File: src/rtl/ami_rx_pkg.sv
package ami_rx_pkg;

  // Polarity encoding: 1 = positive rail, 0 = negative rail
  typedef struct packed {
    logic takeBit;
    logic markBit;
    logic loadRef;
    logic newPol;
    logic raiseViol;
    logic raiseIllegal;
  } ctlStrobes_t;

  typedef struct packed {
    logic refValid;
    logic refPol;
  } refState_t;

endpackage

File: src/rtl/ami_rx_ctrl.sv
module ami_rx_ctrl
  import ami_rx_pkg::*;
(
  input  logic        clk,
  input  logic        rstN,
  input  logic        sampleEn,
  input  logic        railP,
  input  logic        railN,
  input  refState_t   refState,
  output ctlStrobes_t strb
);

  logic onlyP;
  logic onlyN;
  logic single;
  logic sameAsRef;

  always_comb begin
    onlyP     = railP & ~railN;
    onlyN     = railN & ~railP;
    single    = onlyP | onlyN;
    sameAsRef = refState.refValid & (refState.refPol == onlyP);

    strb.takeBit      = sampleEn;
    strb.markBit      = railP | railN;
    strb.loadRef      = sampleEn & single;
    strb.newPol       = onlyP;
    strb.raiseViol    = sampleEn & single & sameAsRef;
    strb.raiseIllegal = sampleEn & railP & railN;
  end

  // with no reference yet, no violation may be requested
  a_r4_first_no_viol: assert property (@(posedge clk) disable iff (!rstN)
    !refState.refValid |-> !strb.raiseViol);

  // an illegal symbol never also counts as a violation
  a_r7_illegal_excl: assert property (@(posedge clk) disable iff (!rstN)
    !(strb.raiseIllegal && strb.raiseViol));

endmodule

File: src/rtl/ami_rx_dpath.sv
module ami_rx_dpath
  import ami_rx_pkg::*;
#(
  parameter int CNT_W = 4
) (
  input  logic             clk,
  input  logic             rstN,
  input  ctlStrobes_t      strb,
  output refState_t        refState,
  output logic             bitOut,
  output logic             bitValid,
  output logic             violPulse,
  output logic             illegalPulse,
  output logic [CNT_W-1:0] violCount
);

  localparam logic [CNT_W-1:0] CNT_MAX = {CNT_W{1'b1}};
  localparam logic [CNT_W-1:0] CNT_ONE = {{(CNT_W-1){1'b0}}, 1'b1};

  always_ff @(posedge clk) begin
    if (!rstN) begin
      refState     <= '0;
      bitOut       <= 1'b0;
      bitValid     <= 1'b0;
      violPulse    <= 1'b0;
      illegalPulse <= 1'b0;
      violCount    <= '0;
    end else begin
      bitValid     <= strb.takeBit;
      violPulse    <= strb.raiseViol;
      illegalPulse <= strb.raiseIllegal;
      if (strb.takeBit) bitOut <= strb.markBit;
      if (strb.loadRef) begin
        refState.refValid <= 1'b1;
        refState.refPol   <= strb.newPol;
      end
      if (strb.raiseViol && (violCount != CNT_MAX))
        violCount <= violCount + CNT_ONE;
    end
  end

  // valid follows each strobe by one cycle
  a_r2_valid_follows: assert property (@(posedge clk) disable iff (!rstN)
    strb.takeBit |=> bitValid);
  a_r2_no_valid_idle: assert property (@(posedge clk) disable iff (!rstN)
    !strb.takeBit |=> !bitValid);

  // counter holds once saturated
  a_r8_no_overflow: assert property (@(posedge clk) disable iff (!rstN)
    (violCount == CNT_MAX) |=> (violCount == CNT_MAX));

  // any counter change coincides with a violation flag and is a step of one
  a_r8_step_one: assert property (@(posedge clk) disable iff (!rstN)
    !$stable(violCount) |-> (violPulse && (violCount == $past(violCount) + CNT_ONE)));

  // without a strobe the polarity memory holds
  a_r9_idle_hold: assert property (@(posedge clk) disable iff (!rstN)
    !strb.takeBit |=> $stable(refState));

endmodule

File: src/rtl/ami_rx_decoder.sv
module ami_rx_decoder
  import ami_rx_pkg::*;
#(
  parameter int CNT_W = 4
) (
  input  logic             clk,
  input  logic             rstN,
  input  logic             sampleEn,
  input  logic             railP,
  input  logic             railN,
  output logic             bitOut,
  output logic             bitValid,
  output logic             violPulse,
  output logic             illegalPulse,
  output logic [CNT_W-1:0] violCount
);

  ctlStrobes_t strb;
  refState_t   refState;

  ami_rx_ctrl u_ctrl (
    .clk      (clk),
    .rstN     (rstN),
    .sampleEn (sampleEn),
    .railP    (railP),
    .railN    (railN),
    .refState (refState),
    .strb     (strb)
  );

  ami_rx_dpath #(.CNT_W(CNT_W)) u_dpath (
    .clk          (clk),
    .rstN         (rstN),
    .strb         (strb),
    .refState     (refState),
    .bitOut       (bitOut),
    .bitValid     (bitValid),
    .violPulse    (violPulse),
    .illegalPulse (illegalPulse),
    .violCount    (violCount)
  );

endmodule

File: config.mk
export PLATFORM = sky130hd
export DESIGN_NAME = ami_rx_decoder
export DESIGN_NICKNAME = d
export VERILOG_FILES = /design/src/rtl/ami_rx_pkg.sv /design/src/rtl/ami_rx_ctrl.sv /design/src/rtl/ami_rx_dpath.sv /design/src/rtl/ami_rx_decoder.sv
export SDC_FILE = /design/constraint.sdc
export NUM_CORES = 1
export LEC_CHECK = 0
export CAP_MARGIN = 20
export CORE_MARGIN = 1
export CORE_UTILIZATION = 30
export DETAILED_ROUTE_END_ITERATION = 10
export DONT_BUFFER_PORTS = 1
export GPL_TIMING_DRIVEN = 0
export PLACE_DENSITY_LB_ADDON = 0.15
export SETUP_SLACK_MARGIN = 0.5
export SLEW_MARGIN = 25
export SYNTH_ARGS = -nofsm -noshare
export SYNTH_HDL_FRONTEND = slang
export SYNTH_SLANG_ARGS = --single-unit
File: constraint.sdc
create_clock -name clk -period 1.6 [get_ports clk]
set_input_delay 0.08 -clock clk [delete_from_list [all_inputs] [get_ports clk]]
set_output_delay 0.08 -clock clk [all_outputs]
set_load 0.01 [all_outputs]
==> summary.txt <==
Worst setup path
  – WP buf/inv: 0
  – CP Cell Sequence: ha_4 -> a311oi_4 -> mux2i_1
  – CP Class: reg -> reg
  – Crit start category: register
  – Critical Path End Type: register
  – Largest stage delay, worst path: between 0.3 and 0.4 ns
  – Critical path required time: between 1.5 and 2 ns
  – CP max FO: 5
  – Crit path max-delay family: flip-flops
  – Slowest CP cell: dfxtp_4
  – Arrival time at the worst endpoint: around 1.3 ns

Routing
  – DR vias: ~360
  – Pre-antenna DRT Iters: 4
  – Routed WL per cell: ~14 µm
  – Iteration-0 DRC Markers: 4
  – WL final: roughly 960 µm
  – Via density: ~5.3
  – Antenna Nets Post-Route: 0
  – Post-route DRC: 0

Timing
  – Fin Clk Skew: between 0.003 and 0.004 ns
  – Worst-Margin Slew: approximately 0.34 ns
  – Hold Fails Final Rpt: 0
  – Period utilization: between 70% and 80%
  – Fin crit period: about 1.2 ns
  – Slew HR: 77.3%
  – Final Setup Violations: 0
  – Unrepaired setup endpoints after global routing: yes
  – Setup_tns: 0 ns
  – Max Freq: 0.867 GHz
  – Fin. max-slew vios: 0

Global route
  – GRT Util Overall: approximately 15%
  – Vias in the first global route: roughly 370
  – Grt met2 use: 23.0%
  – First-pass GRT wire length: roughly 1500 µm
  – Largest net degree at the start of global routing: 10
  – Met1 usage: 16.1%
  – Congestion Overflow GR: 0
  – Most Crowded Layer GR: met2
  – Global Route met3 Usage: a little under a tenth
  – Initial antenna violation count: 0

Floorplanning
  – Chip width: around 41 µm
  – Core box area: 0.00135 mm²
  – I/O Pins: 13
  – Row count: 13
  – Die Y: about 41 µm
  – Starting Density: about a third
  – Die area: roughly 0.0017 mm²

Clock tree
  – H-Tree Depth: 1
  – CTS Buf Count: 3
  – Clk slew on worst S/H paths: approximately 0.060 ns
  – Clock Tree Buf Depth: 2
  – CTS root buf: clkbuf_4
  – TritonCTS sink count: 10
  – CTS tree: done
  – Latest clock arrival within the worst-skew pair: about 0.26 ns

Yosys
  – Mapped Cells: 45
  – Post-Syn Area per Cell: 10.1 µm²
  – Post-synth cell types: 21
  – Cell Area, Synth: about 460 µm²
  – Post-synthesis sequential area ratio: a little over two fifths
  – Post-Syn Nets: 53
  – Yosys Warn Count: 0
  – Synthesized flop and latch total: 10

Finish
  – Share of layout cells above drive strength 1: about a third
  – Antenna cells: 0
  – Final Net Count: 62
  – Syn-to-layout area delta: 34.9%

Pwr
  – Switching power: 119 µW
  – Switching part of the total: 21.9%
  – VDD IR max: 0.000397 V
  – Internal Pwr Total: 424 µW
  – Power, Total: ~540 µW
  – Clock power share: between 40% and 50%
  – Comb power frac: 10.8%
  – Sequential power share: 48.9%
  – PD cells: 884 mW/mm²
  – Leak: 0.241 nW

Run
  – Maxcap violations: 0

Run status
  – Status: completed

Placed design
  – Port Buffers: 0
  – Final HPWL DP: approximately 650 µm
  – Placer Congestion: 0.773

Worst hold path
  – Worst hold path type: in -> reg
==> routing by layer <==
layer	part of all wire, %	vias to the layer above
met5	0	-
met3	8.7	2
li1	-	175
met1	45	168
met4	0.94	0
met2	45	13
==> cells in the final DEF, fill, tap and decap left out <==
cell / instances
a211oi_1: 1
a311oi_4: 1
a41o_2: 1
and2_1: 1
and2_4: 1
and3_1: 1
buf_4: 1
buf_6: 1
clkbuf_4: 3
clkbuf_8: 1
dfxtp_1: 5
dfxtp_2: 2
dfxtp_4: 3
dlygate4sd3_1: 3
ha_1: 2
ha_4: 1
inv_1: 4
mux2i_1: 3
nand2_1: 4
nand2b_1: 2
nand3_1: 1
nand3_2: 2
nor2_1: 3
o21a_1: 1
o311a_1: 2
o31ai_1: 1
xnor2_4: 1
xor2_1: 1
==> timing repair <==
item / in CTS / in global routing
buffers inserted: 0 / 1
cloned: 0 / 0
pin swaps: 2 / 4
hold buffers: 3 / 0
endpoints found under the setup margin: 4 / 4
gates resized for setup: 5 / 6
endpoints found under the hold margin: 3 / 0
==> cells in the mapped netlist <==
| cell | count | area [µm²] |
|---|---|---|
| a211oi_1 | 1 | 7.51 |
| a311oi_2 | 1 | 15.0 |
| a41o_2 | 1 | 11.3 |
| and2_1 | 1 | 6.26 |
| and2_2 | 1 | 7.51 |
| and3_1 | 1 | 6.26 |
| buf_4 | 1 | 7.51 |
| dfxtp_1 | 10 | 200 |
| ha_1 | 3 | 37.5 |
| inv_1 | 4 | 15.0 |
| mux2i_1 | 3 | 30.0 |
| nand2_1 | 4 | 15.0 |
| nand2b_1 | 2 | 12.5 |
| nand3_1 | 2 | 10.0 |
| nand3_2 | 1 | 10.0 |
| nor2_1 | 3 | 11.3 |
| o21a_1 | 1 | 7.51 |
| o311a_1 | 2 | 20.0 |
| o31ai_1 | 1 | 7.51 |
| xnor2_1 | 1 | 8.76 |
| xor2_1 | 1 | 8.76 |
==> sequential cells by signal, indices dropped and copies added, names as in the netlist <==
signal / cells
u_dpath.violCount: 4
u_dpath.refState: 2
u_dpath.bitOut: 1
u_dpath.bitValid: 1
u_dpath.illegalPulse: 1
u_dpath.violPulse: 1
==> metrics by stage <==
step                instances  hold slack, ns  util [%]  instance area, µm²  setup slack [ns]
floorplan                  45           0.175         -                 472             0.503
global placement           60           0.178      36.3                 490             0.420
detailed placement         60           0.181      36.3                 490             0.394
CTS                        67          0.0923      43.3                 584             0.444
global route               68           0.109      45.5                 614             0.395
finish                     68           0.102      45.5                 614             0.446
==> cell type report <==
| type | instances | area (µm²) |
|---|---|---|
| flip-flops and latches | 10 | 214 |
| inverters | 4 | 15.0 |
| well taps | 15 | 18.8 |
| multi-input cells | 30 | 282 |
| clock buffers | 4 | 36.3 |
| repair buffers | 4 | 41.3 |
| fillers | 139 | 736 |
| plain buffers | 1 | 7.51 |
==> tightest hold or removal path: stages <==
cell and delay, ns:
inv_1 0.03, ha_1 0.14, a211oi_1 0.06
==> power by group through the flow <==
stage / Sequential, mW / Clock, mW / Combinational [mW]
6_report: 0.266 / 0.219 / 0.0584
5_1_grt: 0.267 / 0.238 / 0.0647
4_1_cts: 0.267 / 0.227 / 0.0496
3_5_place_dp: 0.273 / 0 / 0.0383
3_3_place_gp: 0.273 / 0 / 0.0367
2_1_floorplan: 0.271 / 0 / 0.0322
==> kinds of logic (layout without fill, tap and decap cells) <==
family | count (synthesis) | count (layout) | synth area share, %
AOI/OAI and AO/OA | 7 | 7 | 15.1
xor gates and xnor gates | 2 | 2 | 3.85
adders and majority gates | 3 | 3 | 8.24
buffers and inverters | 5 | 13 | 4.94
DFF | 10 | 10 | 44.0
muxes | 3 | 3 | 6.59
and+or+nand+nor | 15 | 15 | 17.3
==> worst paths after layout <==
path | start | endpoint | slack (ns) | cells after the start
min reg2reg | u_dpath.violCount[1] | u_dpath.violCount[1] | 0.52 | 2
max | u_dpath.violCount[0] | u_dpath.violCount[0] | 0.45 | 3
max reg2reg | u_dpath.violCount[0] | u_dpath.violCount[0] | 0.45 | 3
min | railP | u_dpath.bitOut | 0.10 | 3
Note: power is estimated with default switching activity, not from simulation.
